File: config.mk
export PLATFORM = sky130hd
export DESIGN_NAME = icode_gen
export DESIGN_NICKNAME = d
export VERILOG_FILES = /design/src/rtl/icode_gen.sv
export SDC_FILE = /design/constraint.sdc
export NUM_CORES = 1
export LEC_CHECK = 0
export ABC_AREA = 0
export BUFFER_PORTS_ARGS = -buffer_cell sky130_fd_sc_hd__buf_2
export CAP_MARGIN = 20
export CORE_MARGIN = 2
export CORE_UTILIZATION = 58
export DETAILED_ROUTE_END_ITERATION = 16
export MAX_ROUTING_LAYER = met4
export PLACE_DENSITY = 0.8
export SKIP_LAST_GASP = 1
export SLEW_MARGIN = 15
export SYNTH_ARGS = -nofsm -noshare
export SYNTH_HDL_FRONTEND = slang
export SYNTH_SLANG_ARGS = --single-unit
File: constraint.sdc
create_clock -name clk -period 2.9 [get_ports clk]
set_clock_uncertainty 0.05 [all_clocks]
set_input_delay 0 -clock clk [delete_from_list [all_inputs] [get_ports clk]]
set_output_delay 0 -clock clk [all_outputs]
set_load 0.02 [all_outputs]
File: src/rtl/icode_gen.sv
module icode_gen #(
  parameter int N = 8,
  localparam int CB = $clog2(N),
  localparam int MB = $clog2(N + 2),
  localparam int LW = $clog2(N + 2 * MB + 3) + 1
) (
  input  logic          clk,
  input  logic          rst_n,
  input  logic          start,
  input  logic [2:0]    mode,
  input  logic          step,
  output logic          busy,
  output logic [N-1:0]  drive,
  input  logic [N-1:0]  sense,
  output logic [N-1:0]  fault,
  output logic [LW-1:0] test_len,
  output logic          done
);
  localparam logic [2:0] M_CNT  = 3'd0;
  localparam logic [2:0] M_MOD  = 3'd1;
  localparam logic [2:0] M_TC   = 3'd2;
  localparam logic [2:0] M_ETC  = 3'd3;
  localparam logic [2:0] M_WALK = 3'd4;

  logic          busy_q, done_q;
  logic [2:0]    mode_q;
  logic [LW-1:0] idx_q, len_q;
  logic [N-1:0]  fault_q;
  logic          acc;

  function automatic logic [2:0] norm_mode(input logic [2:0] m);
    return (m > M_WALK) ? M_CNT : m;
  endfunction

  function automatic logic [LW-1:0] len_of(input logic [2:0] m);
    case (m)
      M_MOD:   return LW'(MB);
      M_TC:    return LW'(2 * CB);
      M_ETC:   return LW'(2 * CB + 2);
      M_WALK:  return LW'(N);
      default: return LW'(CB);
    endcase
  endfunction

  function automatic logic tc_bit(input int i, input int k);
    if (k < CB) return 1'((i >>> (CB - 1 - k)) & 1);
    else        return !(1'((i >>> (2 * CB - 1 - k)) & 1));
  endfunction

  function automatic logic code_bit(input int i, input int k, input logic [2:0] m);
    case (m)
      M_MOD:   return (MB - 1 - k >= 0) ? 1'(((i + 1) >>> (MB - 1 - k)) & 1) : 1'b0;
      M_TC:    return tc_bit(i, k);
      M_ETC:   return (k < 2) ? (k == 1) : tc_bit(i, k - 2);
      M_WALK:  return i == k;
      default: return (CB - 1 - k >= 0) ? 1'((i >>> (CB - 1 - k)) & 1) : 1'b0;
    endcase
  endfunction

  for (genvar g = 0; g < N; g++) begin : g_net
    assign drive[g] = busy_q & code_bit(g, int'(idx_q), mode_q);
  end

  assign acc = step & busy_q & ~start;

  always_ff @(posedge clk) begin
    if (!rst_n) begin
      busy_q  <= 1'b0;
      done_q  <= 1'b0;
      mode_q  <= M_CNT;
      idx_q   <= '0;
      len_q   <= '0;
      fault_q <= '0;
    end else begin
      done_q <= 1'b0;
      if (start) begin
        busy_q  <= 1'b1;
        mode_q  <= norm_mode(mode);
        len_q   <= len_of(norm_mode(mode));
        idx_q   <= '0;
        fault_q <= '0;
      end else if (acc) begin
        fault_q <= fault_q | (sense ^ drive);
        if (idx_q == len_q - 1'b1) begin
          busy_q <= 1'b0;
          idx_q  <= '0;
          done_q <= 1'b1;
        end else begin
          idx_q <= idx_q + 1'b1;
        end
      end
    end
  end

  assign busy     = busy_q;
  assign done     = done_q;
  assign fault    = fault_q;
  assign test_len = len_q;
endmodule


==> metrics.md, run 1 <==
| Metric | Value |
|---|---|
| Num ports | `39` |
| First-pass GRT wire length | `~12000 um` |
| Worst Path Required | `2.85 ns` |
| Crit path max fanout | `6` |
| Max Buffers Root-to-Sink | `2` |
| Crit path DAT | `about 2.8 ns` |
| Max stage delay cell, worst path | `dfxtp_1` |
| Minimum clock period | `between 2 and 3 ns` |
| Clk Latency, worst-skew pair | `roughly 0.27 ns` |
| Top post-synthesis cells by area | `dfxtp_1, ha_1, nand2_1` |
| CTS tree | `yes` |
| Top Usage Layer GRT | `met2` |
| Clock Tree Root | `clkbuf_8` |
| Cts bufs inserted | `3` |
| Netlist cell types | `72` |
| Initial antenna violation count | `0` |
| R2R depth | `9` |
| Die height | `roughly 70 um` |
| GP Congestion | `about 1` |
| Via count of the first global-routing pass | `around 2600` |
| Layout cells sized above 1 | `between 20 and 25%` |
| Mapped Area | `between 2000 and 3000 um2` |
| Hold slack | `0.003549 ns` |
| Iter 0 DRT Violations | `~250` |
| Fmax | `around 350 MHz` |
| Drt first pass iters | `7` |
| Worst flop-to-flop path endpoint | `fault[7]` |
| Clock transition at path regs | `approximately 0.090 ns` |
| FFs w/ async S/R, synth | `0%` |
| P&R area growth vs syn | `15.60%` |
| # rows | `23` |
| Reg-to-Reg Start | `idx_q[1]` |
| Die Width | `69.69 um` |
| IO Port Bufs | `36` |
| Final worst-path cycle share | `approximately 98%` |
| CTS Sinks | `23` |
| Post-layout util | `approximately 71%` |
| CP top delay family | `compound AO/OA/AOI/OAI gates` |
| Worst VDD drop | `0.0001641 V` |
| Endpoints failing hold | `0` |
| Hold_sp | `rst_n` |
| Met3 usage | `~4.1%` |
| Core area | `4086 um2` |
| CP Launch Type | `flop` |
| Slew Limit Fails | `0` |
| Warnings, synthesis | `0` |
| Hold endpoint | `test_len[3]` |
| Tightest Pin Transition | `~0.72 ns` |
| Met1 Usage GRT | `41.59%` |
| Critical path class | `flop to output pin` |
| Sequential area share after synthesis | `between 15 and 20%` |
| Hold crit path type | `primary input to flop` |
| Instance count of the mapped netlist | `around 320` |
| Final nets | `between 300 and 400` |
| DRT antenna net count | `0` |
| Avg WL per Cell | `18.07 um` |
| Max-slew headroom | `around half` |
| Crit-path cells | `inv_1, buf_4, ha_2, xnor2_1, nor4b_1, o21ai_1, o31ai_1, o211ai_1, nor2b_1, buf_2` |
| Initial core utilization | `roughly three fifths` |
| Pwr dens | `around 260 nW/um2` |
| Post-synth top area cell | `dfxtp_1` |
| Mean post-synth cell area | `7.747 um2` |
| All-Layer GR Usage | `around a third` |
| Reg-to-reg slack, setup | `0.19 ns` |
| Remaining DRCs | `0` |
| P_leak | `roughly 1.3 nW` |
| Fillers | `approximately 350` |
| Post-synth top flop | `dfxtp_1` |
| Cell depth of the worst hold path | `2` |
| Global route overflow | `0` |
| Vias per cell | `roughly 6.5` |
| DRT Wirelength | `about 7600 um` |
| WP buf/inv | `3` |
| Max-cap violations | `0` |
| Number of synthesized flops with an enable pin | `0` |
| Endpoints failing setup | `0` |
| Largest net degree at the start of global routing | `21` |
| Met2 global-route usage | `between 40% and 50%` |
| Die Footprint | `~4900 um2` |
| Total negative slack | `0 ns` |
| Worst path max stage delay | `0.41 ns` |
| Via count | `~2700` |
| Status | `finished, final reports clean` |
| Top cell type's share of synthesized area | `18.40%` |
| Yosys reg bits | `23` |
| Htree depth | `1` |
| Critical path endpoint category | `output pin` |
| DP HPWL | `around 5600 um` |
| Antenna diodes | `0` |
==> report_power, final <==
| part | switching (mW) | total [mW] | internal, mW |
|---|---|---|---|
| clock network | 0.114 | 0.212 | 0.0986 |
| registers | 0.0130 | 0.340 | 0.327 |
| logic | 0.114 | 0.195 | 0.0809 |
| total | 0.241 | 0.747 | 0.506 |
==> metrics by stage <==
| step | instances | power (mW) | worst slack [ns] | instance area [um2] |
|---|---|---|---|---|
| final | 418 | 0.7471 | 0.07058 | 2893 |
| after global routing | 418 | 0.7815 | -0.03771 | 2893 |
| after CTS | 415 | 0.7401 | 0.03423 | 2844 |
| after detailed placement | 406 | 0.5305 | 0.2469 | 2749 |
| after global placement | 406 | 0.5259 | 0.3074 | 2749 |
| after floorplan | 324 | 0.4759 | 0.09295 | 2506 |
==> cell usage after synthesis (4+ instances only) <==
cell,instances
nor2_1,21
inv_1,10
nor2b_1,17
ha_1,15
o21ai_0,14
a31oi_1,9
o21ai_1,10
nand2_1,32
xnor2_1,12
xor2_1,8
dfxtp_1,23
buf_4,4
nor3_1,9
a21oi_1,22
and3_1,4
clkbuf_1,7
nand3_1,10
and2_1,5
o2111ai_1,5
nand4_1,4
==> area by class of cell <==
cell class / instances / area, um2 / share of cell area (%)
Tap cell: 50 / 62.56 / 2.163
Sequential cell: 23 / 460.4 / 15.92
Multi-Input combinational cell: 270 / 1914 / 66.18
Inverter: 12 / 45.04 / 1.557
Timing Repair Buffer: 59 / 365.4 / 12.63
Clock buffer: 4 / 45.04 / 1.557
==> worst max path at each step <==
stage | cells after the start | to | slack (ns) | start
2_1_floorplan | 10 | fault[2] | 0.09 | idx_q[1]
5_1_grt | 9 | drive[3] | -0.04 | idx_q[1]
3_5_place_dp | 9 | fault[7] | 0.25 | idx_q[2]
6_report | 10 | drive[4] | 0.07 | idx_q[1]
3_3_place_gp | 10 | fault[0] | 0.31 | idx_q[1]
4_1_cts | 9 | drive[4] | 0.03 | idx_q[2]
==> placed cells by master, fill, tap and decap left out, drive strengths merged, types with 4 or more instances in the layout <==
cell	instances
buf	54
nand2	32
o21ai	24
dfxtp	23
a21oi	22
nor2	21
nor2b	17
ha	15
xnor2	12
inv	12
nand3	10
a31oi	9
nor3	9
xor2	8
and2	5
dlygate4sd3	5
o2111ai	5
and3	4
nand4	4
o32ai	4
clkbuf	4
a21boi	4
or2	4
==> what timing repair did <==
| action | CTS | global route |
|---|---|---|
| setup buffers | 0 | 3 |
| hold buffers | 5 | 0 |
| hold endpoints to repair | 5 | 0 |
| resized for setup | 0 | 8 |
| endpoints found under the setup margin | 0 | 8 |
==> state kept, by name, indices dropped and copies added (netlist names) <==
register,flops
idx_q,6
done,1
mode_q,3
busy,1
test_len,4
fault,8
==> cell families after synthesis <==
family	Yosys count	share of synthesized area (%)
mux	3	1.200
buf+inv	31	6.300
simple gates	126	27.95
fa+ha+maj	15	7.500
xor+xnor	20	7.000
compound gates	104	31.50
flops	23	18.40
other cells	1	0.1499
==> per-layer routing <==
| layer | part of all wire (%) | wire length (um) |
|---|---|---|
| met4 | 2.4 | 181 |
| met3 | 7.2 | 546 |
| met5 | 0 | 0 |
| met2 | 47 | 3523 |
| met1 | 44 | 3301 |
(Power assumes the default switching activity.)
==> run 2, diff against run 1 <==
--- a/config.mk
+++ b/config.mk
@@ -8,11 +8,12 @@
 export ABC_AREA = 0
 export BUFFER_PORTS_ARGS = -buffer_cell sky130_fd_sc_hd__buf_2
 export CAP_MARGIN = 20
-export CORE_MARGIN = 2
+export CORE_MARGIN = 3
 export CORE_UTILIZATION = 58
 export DETAILED_ROUTE_END_ITERATION = 16
 export MAX_ROUTING_LAYER = met4
 export PLACE_DENSITY = 0.8
+export SETUP_SLACK_MARGIN = 0.5
 export SKIP_LAST_GASP = 1
 export SLEW_MARGIN = 15
 export SYNTH_ARGS = -nofsm -noshare
==> metrics.md, run 2 (same netlist as run 1, synthesis figures left out) <==
| Metric | Value |
|---|---|
| Status | `finished, final reports clean` |
| CP Launch Type | `flop` |
| Non-filler instance count after layout | `439` |
| CTS Sinks | `23` |
| Clock Tree Root | `clkbuf_8` |
| Global route overflow | `0` |
| All-Layer GR Usage | `roughly 33%` |
| Total negative slack | `0 ns` |
| DRT antenna net count | `0` |
| Crit. Startpoint | `idx_q[2]` |
| Worst Path Required | `about 2.9 ns` |
| # rows | `23` |
| Area after DPL | `~2800 um2` |
| Design Power | `~770 uW` |
| Layout cells sized above 1 | `between 30 and 40%` |
| Endpoints failing setup | `0` |
| Via count | `2849` |
| Core area | `between 4000 and 5000 um2` |
| First-pass GRT wire length | `13140 um` |
| Initial antenna violation count | `0` |
| Max reg flops | `8` |
| Worst VDD drop | `approximately 0.00023 V` |
| Clock transition at path regs | `roughly 0.090 ns` |
| Most common cell after layout, fill and taps aside | `buf_4` |
| Final worst-path cycle share | `92.33%` |
| Post-placement cell count | `403` |
| IO Port Bufs | `36` |
| CTS tree | `yes` |
| Via count of the first global-routing pass | `2659` |
| Vias per cell | `roughly 6.5` |
| Largest net degree at the start of global routing | `16` |
| Drt first pass iters | `5` |
| Clk Latency, worst-skew pair | `between 0.2 and 0.3 ns` |
| Pwr dens | `226.3 nW/um2` |
| Crit path max fanout | `6` |
| Htree depth | `1` |
| Final nets | `420` |
| GP Congestion | `around 0.97` |
| Hold crit path type | `primary input to flop` |
| Design area | `approximately 3400 um2` |
| Cts bufs inserted | `3` |
| Slew Limit Fails | `0` |
| Antenna diodes | `0` |
| Commonest non-fill, non-tap cells in the layout | `buf_4, buf_2, nand2_1, nor2_1, dfxtp_1` |
| Fillers | `271` |
| Crit path DAT | `roughly 2.6 ns` |
| Max-slew headroom | `~57%` |
| Initial core utilization | `approximately three fifths` |
| Post-layout util | `82.98%` |
| Reg-to-reg slack, setup | `around 0.24 ns` |
| Critical path class | `flop to output pin` |
| Num ports | `39` |
| P_leak | `approximately 1.4 nW` |
| Tightest Pin Transition | `between 0.6 and 0.7 ns` |
| Max Buffers Root-to-Sink | `2` |
| DP HPWL | `between 5000 and 6000 um` |
| Hold_sp | `sense[0]` |
| Avg WL per Cell | `about 19 um` |
| Die Width | `between 70 and 80 um` |
| DRT Wirelength | `8321 um` |
| Remaining DRCs | `0` |
| Die Footprint | `around 5100 um2` |
| Die height | `between 70 and 80 um` |
| Iter 0 DRT Violations | `between 300 and 400` |
| Critical path endpoint category | `output pin` |
| RSZ-0062 raised after global routing | `yes` |
| Max-cap violations | `0` |
| Fmax | `373.5 MHz` |
| Endpoints failing hold | `0` |
| Minimum clock period | `2.678 ns` |
| Reg-to-Reg Start | `idx_q[2]` |
| P&R area growth vs syn | `35.50%` |
## run 2: layer usage
metal  track usage, %  wire (um)
met5                -          0
met4            9.603        244
met3            5.189        665
met2            52.45       3891
met1            42.39       3519
## run 2: timing repair
action,in CTS,in global routing
buffers inserted,23,3
pin swaps,17,11
endpoints found under the setup margin,16,16
hold buffers,6,0
endpoints found under the hold margin,6,0
resized for setup,34,20
## run 2: cell type report
class | count | area (um2) | share of cell area, %
clock inverters | 1 | 5.005 | 0.1476
well taps | 50 | 62.56 | 1.845
flip-flops and latches | 23 | 469.2 | 13.84
inverters | 12 | 48.80 | 1.439
clock buffers | 3 | 41.29 | 1.218
repair buffers | 80 | 563.0 | 16.61
multi-input cells | 270 | 2201 | 64.91
## run 2: power breakdown
group / switching (mW) / internal (mW) / total, mW
Combinational: 0.124 / 0.0970 / 0.221
Sequential: 0.0131 / 0.325 / 0.338
Clock: 0.112 / 0.0963 / 0.208
Total: 0.249 / 0.518 / 0.767
## run 2: final timing paths
check | endpoint | depth (start not counted)
worst max register to register | fault[7] | 11
worst max-delay path | drive[4] | 10
worst min-delay path | fault[0] | 4
worst min register to register | fault[1] | 2
## run 2: critical path, stage by stage, from the launching register on
cell	delay [ns]
dfxtp_4	0.37
clkinvlp_4	0.17
ha_4	0.31
nor4b_2	0.05
and3_1	0.29
a221o_1	0.38
a31oi_1	0.22
o211ai_1	0.12
buf_4	0.17
nor2b_1	0.12
buf_4	0.17
## run 2: through the flow
step / hold WS (ns) / setup slack, ns
floorplan: 0.1170 / 0.3436
CTS: 0.03161 / 0.2527
detailed placement: 0.2373 / 0.04342
global route: 0.05105 / 0.1364
global placement: 0.2267 / 0.1298
finish: 0.03423 / 0.2225
==> run 3, diff against run 2 <==
--- a/config.mk
+++ b/config.mk
@@ -8,11 +8,13 @@
 export ABC_AREA = 0
 export BUFFER_PORTS_ARGS = -buffer_cell sky130_fd_sc_hd__buf_2
 export CAP_MARGIN = 20
+export CELL_PAD_IN_SITES_DETAIL_PLACEMENT = 1
+export CELL_PAD_IN_SITES_GLOBAL_PLACEMENT = 1
 export CORE_MARGIN = 3
-export CORE_UTILIZATION = 58
+export CORE_UTILIZATION = 42
 export DETAILED_ROUTE_END_ITERATION = 16
 export MAX_ROUTING_LAYER = met4
-export PLACE_DENSITY = 0.8
+export PLACE_DENSITY = 0.79
 export SETUP_SLACK_MARGIN = 0.5
 export SKIP_LAST_GASP = 1
 export SLEW_MARGIN = 15
==> metrics.md, run 3 (same netlist as run 1, synthesis figures left out) <==
| Metric | Value |
|---|---|
| Tightest Pin Transition | `between 0.7 and 0.8 ns` |
| Clock transition at path regs | `0.09 ns` |
| Max-cap violations | `0` |
| Avg WL per Cell | `between 20 and 30 um` |
| Core area | `between 5000 and 6000 um2` |
| Die Footprint | `6921 um2` |
| Commonest non-fill, non-tap cells in the layout | `buf_4, buf_2, nand2_1, nor2_1, dfxtp_1` |
| RSZ-0062 raised after global routing | `yes` |
| Fmax | `approximately 340 MHz` |
| Via count of the first global-routing pass | `~3000` |
| First-pass GRT wire length | `~15000 um` |
| CTS Sinks | `23` |
| Initial antenna violation count | `0` |
| Die Width | `~83 um` |
| Slew Limit Fails | `0` |
| DP HPWL | `~6400 um` |
| All-Layer GR Usage | `27.74%` |
| Largest net degree at the start of global routing | `22` |
| Layout cells sized above 1 | `40.50%` |
| Antenna diodes | `0` |
| CP Launch Type | `flop` |
| Worst Path Required | `between 2 and 3 ns` |
| IO Port Bufs | `36` |
| Die height | `around 83 um` |
| Status | `finished with violations` |
| # rows | `27` |
| Design Power | `819.1 uW` |
| Minimum clock period | `about 3.0 ns` |
| Vias per cell | `6.693` |
| Num ports | `39` |
| Pwr dens | `220.5 nW/um2` |
| Clock Tree Root | `clkbuf_8` |
| Final nets | `431` |
| Via count | `3159` |
| Global route overflow | `0` |
| Max reg flops | `8` |
| CTS tree | `yes` |
| P&R area growth vs syn | `48.45%` |
| CP dominant cell by count | `buf_4` |
| Hold crit path type | `primary input to flop` |
| Clk Latency, worst-skew pair | `0.29 ns` |
| Htree depth | `1` |
| Drt first pass iters | `6` |
| Worst path max stage delay | `between 0.3 and 0.4 ns` |
| Final worst-path cycle share | `102.3%` |
| P_leak | `about 1.5 nW` |
| Critical path endpoint category | `output pin` |
| Post-layout util | `between 60 and 70%` |
| Iter 0 DRT Violations | `between 300 and 400` |
| Crit path DAT | `around 3 ns` |
| Initial core utilization | `around 44%` |
| Max-slew headroom | `48.96%` |
| Worst VDD drop | `between 0.0002 and 0.00025 V` |
| DRT Wirelength | `12030 um` |
| Fillers | `between 600 and 700` |
| Endpoints failing setup | `1` |
| Crit path max fanout | `8` |
| Failing checks | `negative setup slack` |
| Most common cell after layout, fill and taps aside | `buf_4` |
| GP Congestion | `around 1` |
| Endpoints failing hold | `0` |
| Crit-path cells | `clkinvlp_4, ha_4, a21boi_4, nand2_2, o41ai_4, buf_6, o2111ai_2, o211ai_1, buf_4, nor2b_1, buf_4` |
| Remaining DRCs | `0` |
| Max Buffers Root-to-Sink | `2` |
| Max stage delay cell, worst path | `dfxtp_4` |
| Cts bufs inserted | `3` |
| Final worst slack | `-0.06632 ns` |
| DRT antenna net count | `0` |
| Critical path class | `flop to output pin` |
==> run 3: metal layers <==
layer / GRT usage [%] / wire, um / vias up
met5: - / 0 / -
met4: 6.092 / 596 / 0
met3: 4.563 / 952 / 68
met2: 47.59 / 5895 / 208
met1: 34.16 / 4581 / 1533
li1: - / - / 1350
==> run 3: where the power goes <==
part / total [mW] / leakage, nW / switching, mW / internal (mW)
clock: 0.230 / 0.0217 / 0.132 / 0.0979
sequential: 0.340 / 0.189 / 0.0142 / 0.326
combinational: 0.249 / 1.29 / 0.143 / 0.106
==> run 3: cell type report <==
| cell class | count | area, um2 | share of cell area, % |
|---|---|---|---|
| Timing Repair Buffer | 91 | 699.4 | 18.83 |
| Multi-Input combinational cell | 270 | 2361 | 63.56 |
| Sequential cell | 23 | 466.7 | 12.56 |
| Clock inverter | 1 | 7.507 | 0.2021 |
| Inverter | 12 | 48.80 | 1.314 |
| Tap cell | 72 | 90.09 | 2.425 |
| Clock buffer | 3 | 41.29 | 1.111 |
==> run 3: metrics by stage <==
stage,area (um2),setup slack (ns),hold WS (ns),std cells,setup TNS [ns]
floorplan,2633,0.3436,0.1170,324,0
global placement,2894,0.1468,0.2274,426,0
detailed placement,2894,0.08168,0.2417,426,0
CTS,3297,0.2315,0.01383,458,0
global route,3715,-0.1625,0.05795,472,-0.4910
finish,3715,-0.06632,0.02595,472,-0.06632
==> run 3: worst max-delay path: cells and delay by family, from the launching register on <==
family	cells	cell delay, ns
adder cells (fa/ha/maj)	1	0.29
buffers and inverters	4	0.77
flip-flops	1	0.37
AO/OA/AOI/OAI	4	0.92
AND/OR/NAND/NOR	2	0.28
==> run 3: what timing repair did <==
item,CTS,global route
hold endpoints to repair,10,0
hold buffers,6,0
resized for setup,31,55
buffers inserted,22,14
pin swaps,14,27
endpoints found under the setup margin,16,16
==> run 3: worst paths after layout <==
kind | start | endpoint | slack, ns | depth (start not counted)
setup / recovery | idx_q[2] | drive[4] | -0.07 | 11
hold / removal | sense[5] | fault[5] | 0.03 | 4
setup reg to reg | idx_q[2] | fault[1] | 0.05 | 12
hold reg to reg | fault[2] | fault[2] | 0.43 | 2
